<file path="src/rtl/irqsec_pkg.sv">
// Package: shared constants for the secondary interrupt controller.
// Holds the register word indices that software decodes; these indices
// are fixed by the register map and are not meant to be changed.
package irqsec_pkg;

    // Register word indices (byte address >> 2)
    localparam int unsigned WORD_STATUS  = 0;  // masked pending, read
    localparam int unsigned WORD_RAW     = 1;  // raw level, read
    localparam int unsigned WORD_ENSET   = 2;  // mask read / OR-in write
    localparam int unsigned WORD_ENCLR   = 3;  // mask clear write
    localparam int unsigned WORD_SOFTSET = 4;  // bit0 raw read / mask0 set
    localparam int unsigned WORD_SOFTCLR = 5;  // mask0 clear write
    localparam int unsigned WORD_PTSET   = 8;  // pass-through read / set
    localparam int unsigned WORD_PTCLR   = 9;  // pass-through clear

    // Decoded register operation for one bus cycle
    typedef struct packed {
        logic en_set;
        logic en_clr;
        logic soft_set;
        logic soft_clr;
        logic pt_set;
        logic pt_clr;
    } wr_op_t;

endpackage

</file>
<file path="src/rtl/irqsec_decode.sv">
// Module: irqsec_decode
// Purpose: turns a byte address and write strobe into one-hot register
// write operations and a read-select word index.
// Assumes: bus_addr is a byte address; the two low bits are ignored.
module irqsec_decode #(
    parameter int unsigned ADDR_W = 12,
    localparam int unsigned WORD_W = ADDR_W - 2
) (
    input  logic [ADDR_W-1:0]         bus_addr,
    input  logic                      bus_wr,
    input  logic [31:0]               bus_wdata,
    output logic [WORD_W-1:0]         word_idx,
    output irqsec_pkg::wr_op_t        wr_op,
    output logic                      wdata_nz,
    output logic                      undef_word
);
    import irqsec_pkg::*;

    localparam logic [WORD_W-1:0] SEL_STATUS  = WORD_W'(WORD_STATUS);
    localparam logic [WORD_W-1:0] SEL_RAW     = WORD_W'(WORD_RAW);
    localparam logic [WORD_W-1:0] SEL_ENSET   = WORD_W'(WORD_ENSET);
    localparam logic [WORD_W-1:0] SEL_ENCLR   = WORD_W'(WORD_ENCLR);
    localparam logic [WORD_W-1:0] SEL_SOFTSET = WORD_W'(WORD_SOFTSET);
    localparam logic [WORD_W-1:0] SEL_SOFTCLR = WORD_W'(WORD_SOFTCLR);
    localparam logic [WORD_W-1:0] SEL_PTSET   = WORD_W'(WORD_PTSET);
    localparam logic [WORD_W-1:0] SEL_PTCLR   = WORD_W'(WORD_PTCLR);

    logic unused_byte_lanes;
    assign unused_byte_lanes = &{1'b0, bus_addr[1:0]};

    assign word_idx = bus_addr[ADDR_W-1:2];
    assign wdata_nz = |bus_wdata;

    // Purpose: flag words with no defined register behind them.
    always_comb begin
        unique case (word_idx)
            SEL_STATUS, SEL_RAW, SEL_ENSET, SEL_ENCLR,
            SEL_SOFTSET, SEL_SOFTCLR, SEL_PTSET, SEL_PTCLR: undef_word = 1'b0;
            default:                                        undef_word = 1'b1;
        endcase
    end

    // Purpose: one-hot write operation for the addressed register word.
    always_comb begin
        wr_op          = '0;
        wr_op.en_set   = bus_wr && (word_idx == SEL_ENSET);
        wr_op.en_clr   = bus_wr && (word_idx == SEL_ENCLR);
        wr_op.soft_set = bus_wr && (word_idx == SEL_SOFTSET) && wdata_nz;
        wr_op.soft_clr = bus_wr && (word_idx == SEL_SOFTCLR) && wdata_nz;
        wr_op.pt_set   = bus_wr && (word_idx == SEL_PTSET);
        wr_op.pt_clr   = bus_wr && (word_idx == SEL_PTCLR);
    end

endmodule

</file>
<file path="src/rtl/irqsec_regs.sv">
// Module: irqsec_regs
// Purpose: holds the raw-level sample, the enable mask and the
// pass-through enable register, and returns read data.
// Assumes: wr_op comes from irqsec_decode and is one-hot or zero.
module irqsec_regs #(
    parameter int unsigned NUM_IRQ = 32,
    parameter int unsigned ADDR_W  = 12,
    parameter int unsigned PT_LO   = 21,
    parameter int unsigned PT_HI   = 30,
    localparam int unsigned WORD_W = ADDR_W - 2
) (
    input  logic                      clk,
    input  logic                      rst_n,
    input  logic [NUM_IRQ-1:0]        irq_in,
    input  logic [NUM_IRQ-1:0]        wdata,
    input  logic [WORD_W-1:0]         word_idx,
    input  irqsec_pkg::wr_op_t        wr_op,
    input  logic                      wdata_nz,
    input  logic                      undef_word,
    input  logic                      bus_wr,
    output logic [NUM_IRQ-1:0]        raw_q,
    output logic [NUM_IRQ-1:0]        mask_q,
    output logic [NUM_IRQ-1:0]        pt_q,
    output logic [NUM_IRQ-1:0]        rdata
);
    import irqsec_pkg::*;

    localparam logic [NUM_IRQ-1:0] ONE     = NUM_IRQ'(1);
    localparam logic [NUM_IRQ-1:0] PT_MASK = (ONE << (PT_HI + 1)) - (ONE << PT_LO);

    logic [NUM_IRQ-1:0] mask_nxt;
    logic [NUM_IRQ-1:0] pt_nxt;

    // Purpose: per-bit next state of the enable mask and pass-through enables.
    for (genvar b = 0; b < NUM_IRQ; b++) begin : g_bit
        if (b == 0) begin : g_soft
            always_comb begin
                mask_nxt[b] = mask_q[b];
                if (wr_op.en_set && wdata[b]) mask_nxt[b] = 1'b1;
                if (wr_op.en_clr && wdata[b]) mask_nxt[b] = 1'b0;
                if (wr_op.soft_set)           mask_nxt[b] = 1'b1;
                if (wr_op.soft_clr)           mask_nxt[b] = 1'b0;
            end
        end else begin : g_norm
            always_comb begin
                mask_nxt[b] = mask_q[b];
                if (wr_op.en_set && wdata[b]) mask_nxt[b] = 1'b1;
                if (wr_op.en_clr && wdata[b]) mask_nxt[b] = 1'b0;
            end
        end
        if ((b >= PT_LO) && (b <= PT_HI)) begin : g_pt
            always_comb begin
                pt_nxt[b] = pt_q[b];
                if (wr_op.pt_set && wdata[b]) pt_nxt[b] = 1'b1;
                if (wr_op.pt_clr && wdata[b]) pt_nxt[b] = 1'b0;
            end
        end else begin : g_nopt
            assign pt_nxt[b] = 1'b0;
        end
    end

    // Purpose: sample the input levels every cycle.
    always_ff @(posedge clk) begin
        if (!rst_n) raw_q <= '0;
        else        raw_q <= irq_in;
    end

    // Purpose: update the software-visible enable registers.
    always_ff @(posedge clk) begin
        if (!rst_n) begin
            mask_q <= '0;
            pt_q   <= '0;
        end else begin
            mask_q <= mask_nxt;
            pt_q   <= pt_nxt;
        end
    end

    // Purpose: read-data multiplexer; undefined words read zero.
    always_comb begin
        unique case (word_idx)
            WORD_W'(WORD_STATUS):  rdata = raw_q & mask_q;
            WORD_W'(WORD_RAW):     rdata = raw_q;
            WORD_W'(WORD_ENSET):   rdata = mask_q;
            WORD_W'(WORD_SOFTSET): rdata = raw_q & ONE;
            WORD_W'(WORD_PTSET):   rdata = pt_q;
            default:               rdata = '0;
        endcase
    end

    AST_ENSET_ORS: assert property (@(posedge clk) disable iff (!rst_n)
        wr_op.en_set |=> ((mask_q & $past(wdata)) == $past(wdata)));
    AST_ENSET_KEEPS: assert property (@(posedge clk) disable iff (!rst_n)
        wr_op.en_set |=> ((mask_q & $past(mask_q)) == $past(mask_q)));
    AST_ENCLR_CLEARS: assert property (@(posedge clk) disable iff (!rst_n)
        wr_op.en_clr |=> ((mask_q & $past(wdata)) == '0));
    AST_SOFT_SET: assert property (@(posedge clk) disable iff (!rst_n)
        (bus_wr && word_idx == WORD_W'(WORD_SOFTSET) && wdata_nz) |=> mask_q[0]);
    AST_SOFT_CLR: assert property (@(posedge clk) disable iff (!rst_n)
        (bus_wr && word_idx == WORD_W'(WORD_SOFTCLR) && wdata_nz) |=> !mask_q[0]);
    AST_SOFT_ZERO: assert property (@(posedge clk) disable iff (!rst_n)
        (bus_wr && !wdata_nz && (word_idx == WORD_W'(WORD_SOFTSET) ||
         word_idx == WORD_W'(WORD_SOFTCLR))) |=> $stable(mask_q));
    AST_PT_RANGE: assert property (@(posedge clk) disable iff (!rst_n)
        wr_op.pt_set |=> ((pt_q & ~PT_MASK) == '0));
    AST_PT_CLEARS: assert property (@(posedge clk) disable iff (!rst_n)
        wr_op.pt_clr |=> ((pt_q & $past(wdata)) == '0));
    AST_UNDEF_WRITE: assert property (@(posedge clk) disable iff (!rst_n)
        (bus_wr && undef_word) |=> ($stable(mask_q) && $stable(pt_q)));
    AST_UNDEF_READ: assert property (@(posedge clk) disable iff (!rst_n)
        undef_word |-> (rdata == '0));

endmodule

</file>
<file path="src/rtl/irqsec_route.sv">
// Module: irqsec_route
// Purpose: builds the registered output lines: a cascade OR of all
// enabled pending inputs on the top line and one-for-one pass-through
// lines for the configured band.
// Assumes: CASC_IDX lies outside PT_LO..PT_HI.
module irqsec_route #(
    parameter int unsigned NUM_IRQ  = 32,
    parameter int unsigned PT_LO    = 21,
    parameter int unsigned PT_HI    = 30,
    parameter int unsigned CASC_IDX = 31
) (
    input  logic                 clk,
    input  logic                 rst_n,
    input  logic [NUM_IRQ-1:0]   irq_in,
    input  logic [NUM_IRQ-1:0]   mask_q,
    input  logic [NUM_IRQ-1:0]   pt_q,
    output logic [NUM_IRQ-1:0]   irq_out
);
    localparam logic [NUM_IRQ-1:0] ONE     = NUM_IRQ'(1);
    localparam logic [NUM_IRQ-1:0] PT_MASK = (ONE << (PT_HI + 1)) - (ONE << PT_LO);
    localparam logic [NUM_IRQ-1:0] STUCK_LOW = ~(PT_MASK | (ONE << CASC_IDX));

    logic [NUM_IRQ-1:0] out_nxt;
    logic               casc_nxt;

    // Purpose: merged pending indication from enabled sources.
    assign casc_nxt = |(irq_in & mask_q);

    // Purpose: per-line selection of cascade, pass-through or constant low.
    for (genvar b = 0; b < NUM_IRQ; b++) begin : g_line
        if (b == CASC_IDX) begin : g_casc
            assign out_nxt[b] = casc_nxt;
        end else if ((b >= PT_LO) && (b <= PT_HI)) begin : g_pass
            assign out_nxt[b] = irq_in[b] & pt_q[b];
        end else begin : g_low
            assign out_nxt[b] = 1'b0;
        end
    end

    // Purpose: register the output lines for a fixed one-cycle latency.
    always_ff @(posedge clk) begin
        if (!rst_n) irq_out <= '0;
        else        irq_out <= out_nxt;
    end

    AST_CASCADE_LATENCY: assert property (@(posedge clk) disable iff (!rst_n)
        1'b1 |=> (irq_out[CASC_IDX] == |($past(irq_in) & $past(mask_q))));
    AST_PASS_FOLLOW: assert property (@(posedge clk) disable iff (!rst_n)
        1'b1 |=> ((irq_out & PT_MASK) == ($past(irq_in) & $past(pt_q) & PT_MASK)));
    AST_LOW_LINES: assert property (@(posedge clk) disable iff (!rst_n)
        $rose(rst_n) || ((irq_out & STUCK_LOW) == '0));

endmodule

</file>
<file path="src/rtl/irqsec_top.sv">
// Module: irqsec_top
// Purpose: secondary interrupt controller top; ties the address decode,
// register file and output routing together.
// Assumes: one bus write per cycle with bus_wr high; inputs are synchronous.
module irqsec_top #(
    parameter int unsigned ADDR_W   = 12,
    parameter int unsigned PT_LO    = 21,
    parameter int unsigned PT_HI    = 30,
    parameter int unsigned CASC_IDX = 31,
    localparam int unsigned NUM_IRQ = 32,
    localparam int unsigned WORD_W  = ADDR_W - 2
) (
    input  logic                 clk,
    input  logic                 rst_n,
    input  logic [NUM_IRQ-1:0]   irq_in,
    input  logic [ADDR_W-1:0]    bus_addr,
    input  logic                 bus_wr,
    input  logic [NUM_IRQ-1:0]   bus_wdata,
    output logic [NUM_IRQ-1:0]   bus_rdata,
    output logic [NUM_IRQ-1:0]   irq_out
);
    logic [WORD_W-1:0]    word_idx;
    irqsec_pkg::wr_op_t   wr_op;
    logic                 wdata_nz;
    logic                 undef_word;
    logic [NUM_IRQ-1:0]   raw_q;
    logic [NUM_IRQ-1:0]   mask_q;
    logic [NUM_IRQ-1:0]   pt_q;

    irqsec_decode #(.ADDR_W(ADDR_W)) u_decode (
        .bus_addr   (bus_addr),
        .bus_wr     (bus_wr),
        .bus_wdata  (bus_wdata),
        .word_idx   (word_idx),
        .wr_op      (wr_op),
        .wdata_nz   (wdata_nz),
        .undef_word (undef_word)
    );

    irqsec_regs #(
        .NUM_IRQ (NUM_IRQ),
        .ADDR_W  (ADDR_W),
        .PT_LO   (PT_LO),
        .PT_HI   (PT_HI)
    ) u_regs (
        .clk        (clk),
        .rst_n      (rst_n),
        .irq_in     (irq_in),
        .wdata      (bus_wdata),
        .word_idx   (word_idx),
        .wr_op      (wr_op),
        .wdata_nz   (wdata_nz),
        .undef_word (undef_word),
        .bus_wr     (bus_wr),
        .raw_q      (raw_q),
        .mask_q     (mask_q),
        .pt_q       (pt_q),
        .rdata      (bus_rdata)
    );

    irqsec_route #(
        .NUM_IRQ  (NUM_IRQ),
        .PT_LO    (PT_LO),
        .PT_HI    (PT_HI),
        .CASC_IDX (CASC_IDX)
    ) u_route (
        .clk     (clk),
        .rst_n   (rst_n),
        .irq_in  (irq_in),
        .mask_q  (mask_q),
        .pt_q    (pt_q),
        .irq_out (irq_out)
    );

    logic unused_raw;
    assign unused_raw = &{1'b0, raw_q};

    AST_RESET_QUIET: assert property (@(posedge clk)
        $past(!rst_n) && !rst_n |-> (irq_out == '0));

endmodule

</file>
<file path="config.mk">
export PLATFORM = sky130hd
export DESIGN_NAME = irqsec_top
export DESIGN_NICKNAME = d
export VERILOG_FILES = /design/src/rtl/irqsec_pkg.sv /design/src/rtl/irqsec_decode.sv /design/src/rtl/irqsec_regs.sv /design/src/rtl/irqsec_route.sv /design/src/rtl/irqsec_top.sv
export SDC_FILE = /design/constraint.sdc
export NUM_CORES = 1
export LEC_CHECK = 0
export ABC_AREA = 1
export ABC_CLOCK_PERIOD_IN_PS = 1600
export BUFFER_PORTS_ARGS = -buffer_cell sky130_fd_sc_hd__buf_2
export CAP_MARGIN = 20
export CELL_PAD_IN_SITES_DETAIL_PLACEMENT = 0
export CELL_PAD_IN_SITES_GLOBAL_PLACEMENT = 2
export CORE_UTILIZATION = 27
export CTS_CLUSTER_DIAMETER = 120
export DETAILED_ROUTE_END_ITERATION = 6
export GPL_ROUTABILITY_DRIVEN = 1
export PLACE_DENSITY = 0.84
export SYNTH_ARGS = -nofsm -noshare
export SYNTH_HDL_FRONTEND = slang
export SYNTH_HIERARCHICAL = 1
export SYNTH_SLANG_ARGS = --single-unit
</file>
<file path="constraint.sdc">
create_clock -name clk -period 1.6 [get_ports clk]
set_input_delay 0.08 -clock clk [delete_from_list [all_inputs] [get_ports clk]]
set_output_delay 0.08 -clock clk [all_outputs]
set_load 0.01 [all_outputs]
</file>
==> impl_metrics.ini <==
[status]
outcome = completed

[sta]
skew_ns = 0.00549
hold_slack_ns = 0.0183
rsz0062_at_grt = no
layout_setup_ws_ns = 0.221
hold_viol_final = 0
worst_pin_slew_ns = 0.782
maxSlewHeadroom_pct = 47.8
setup_viol = 0
finalCritPeriodShare_pct = 86.2
finalCriticalPeriod_ns = 1.38
final.setup.tns_ns = 0
maxSlewViolCount = 0
clock.fmax_mhz = 725

[routing]
first_iter_violations = 284
drc = 0
route.detailed.wl_per_inst_um = 14.2
wirelength_um = 13800
routed_via_density = 4.50
drt_first_pass_iters = 5
antenna_left = 0
num_vias = 4391

[clock_tree]
postCtsSetupRepairBufs = 0
cts-root-buf = clkbuf_16
cts_tree = built
clkSinkCount = 85
clkTransAtPathRegs_ns = 0.06
cts_buffers = 9
cts.path.max_buffers = 2
h-tree-depth = 3
clk_latency_ns = 0.34

[flow_run]
cap_viol_max_count = 0

[global_routing]
grt_pass1_vias = 4058
grt_max_degree = 43
antenna_found_initial = 0
grt-ovfl-total = 0
track_usage_pct = 17.0
grt_pass1_wl_um = 21200

[yosys]
yosysWarnings = 6
avgSynthCellArea_um2 = 7.22
netlist_area_um2 = 4300
postSynthCellCount = 596

[placed_design]
post-place-ws_ns = 0.113
port-buffer-count = 119
gp_congestion = 0.783
hpwl_um = 9600

[floorplanning]
die_w_um = 128
rows = 45
core_area_um2 = 15400
fp.dieH_um = 128
dieArea_um2 = 16400
ios = 143
start_util_pct = 28.0

[worst_setup_path]
end_kind = primary output
crit_required_ns = 1.52
cp_top_family = simple AND/OR/NAND/NOR gates
cp_max_fo = 24
crit_slowest_cell = nor2_8
cp_cell_sequence = buf_2, nor2_1, nand2_2, nor2_8, buf_12, nand3_2, nand2_1, inv_1, nand2_1, buf_2
startpoint_type = input port
worst_ep_arrival_time_ns = 1.30
setup.worst_path.class = input port to primary output
critPathMaxStageDelay_ns = 0.20
path_buf_inv = 4

[power_and_ir_drop]
ir_worst_vdd_v = 0.000565
finalPower_mw = 4.96
p_per_area_nw_per_um2 = 834
power.leakage_nw = 2.97

[final_layout]
finish.utilization_pct = 38.7
nNetsFinal = 839
num_antenna_cells = 0
drive_above_1_share_pct = 22.2
area_growth_pct = 38.4
num-fill-cells = 1658

[hold_path]
hp-class = input port to flop
## layer usage
layer	share of wire [%]	global-route usage, %	routed length, um	up-vias
met4	1.5	5.81	212	0
met5	0	0	0	-
met1	45	21.1	6250	1962
li1	-	-	-	2268
met2	48	28.4	6600	144
met3	5.6	4.34	774	17
## registers in the layout (all words and copies together) (netlist names)
signal,count
u_regs/mask_q,32
u_regs/raw_q,32
u_route/irq_out,11
u_regs/pt_q,10
## final cells by class
type                       count  area [um^2]  share of cell area [%]
tap                          211          264                    4.43
timing repair buffer         195         1370                    23.0
clock inverter                 4         70.1                    1.18
clock buffer                  12          256                    4.31
sequential                    85         1700                    28.6
multi-input combinational    413         2080                    35.0
inverter                      56          210                    3.53
## timing repair
action | in CTS | in global routing
gates resized for setup | 0 | 0
endpoints found under the hold margin | 75 | 0
hold buffers | 61 | 0
## power by group
part           switching, mW  internal, mW  total [mW]
clock                  0.851          1.45        2.30
combinational          0.277         0.215       0.492
sequential            0.0125          2.16        2.17
## worst paths after layout
path                    start                  end  slack (ns)  cells after the start
max reg2reg  u_regs/mask_q[0]  u_route/irq_out[31]        0.52                      6
min             bus_wdata[25]      u_regs/pt_q[25]        0.02                      2
max              bus_addr[11]        bus_rdata[24]        0.22                     10
min reg2reg   u_regs/pt_q[26]  u_route/irq_out[26]        0.46                      2
## per-stage QoR
| step | area, um^2 | std cells |
|---|---|---|
| 6_report | 5950 | 976 |
| 4_1_cts | 5950 | 976 |
| 2_1_floorplan | 4380 | 616 |
| 3_5_place_dp | 5020 | 899 |
| 3_3_place_gp | 5020 | 899 |
| 5_1_grt | 5950 | 976 |
## cells in the final DEF, fill, tap and decap left out, types with 4 or more instances in the layout
| cell | n |
|---|---|
| nor2_1 | 59 |
| dfxtp_1 | 85 |
| inv_1 | 53 |
| a21oi_1 | 43 |
| nand3_1 | 38 |
| conb_1 | 21 |
| o2111ai_1 | 32 |
| buf_12 | 4 |
| nand3_2 | 6 |
| dlygate4sd3_1 | 61 |
| clkbuf_16 | 9 |
| nand2_1 | 158 |
| buf_4 | 11 |
| a211oi_1 | 41 |
| buf_2 | 119 |
(Power assumes the default switching activity.)
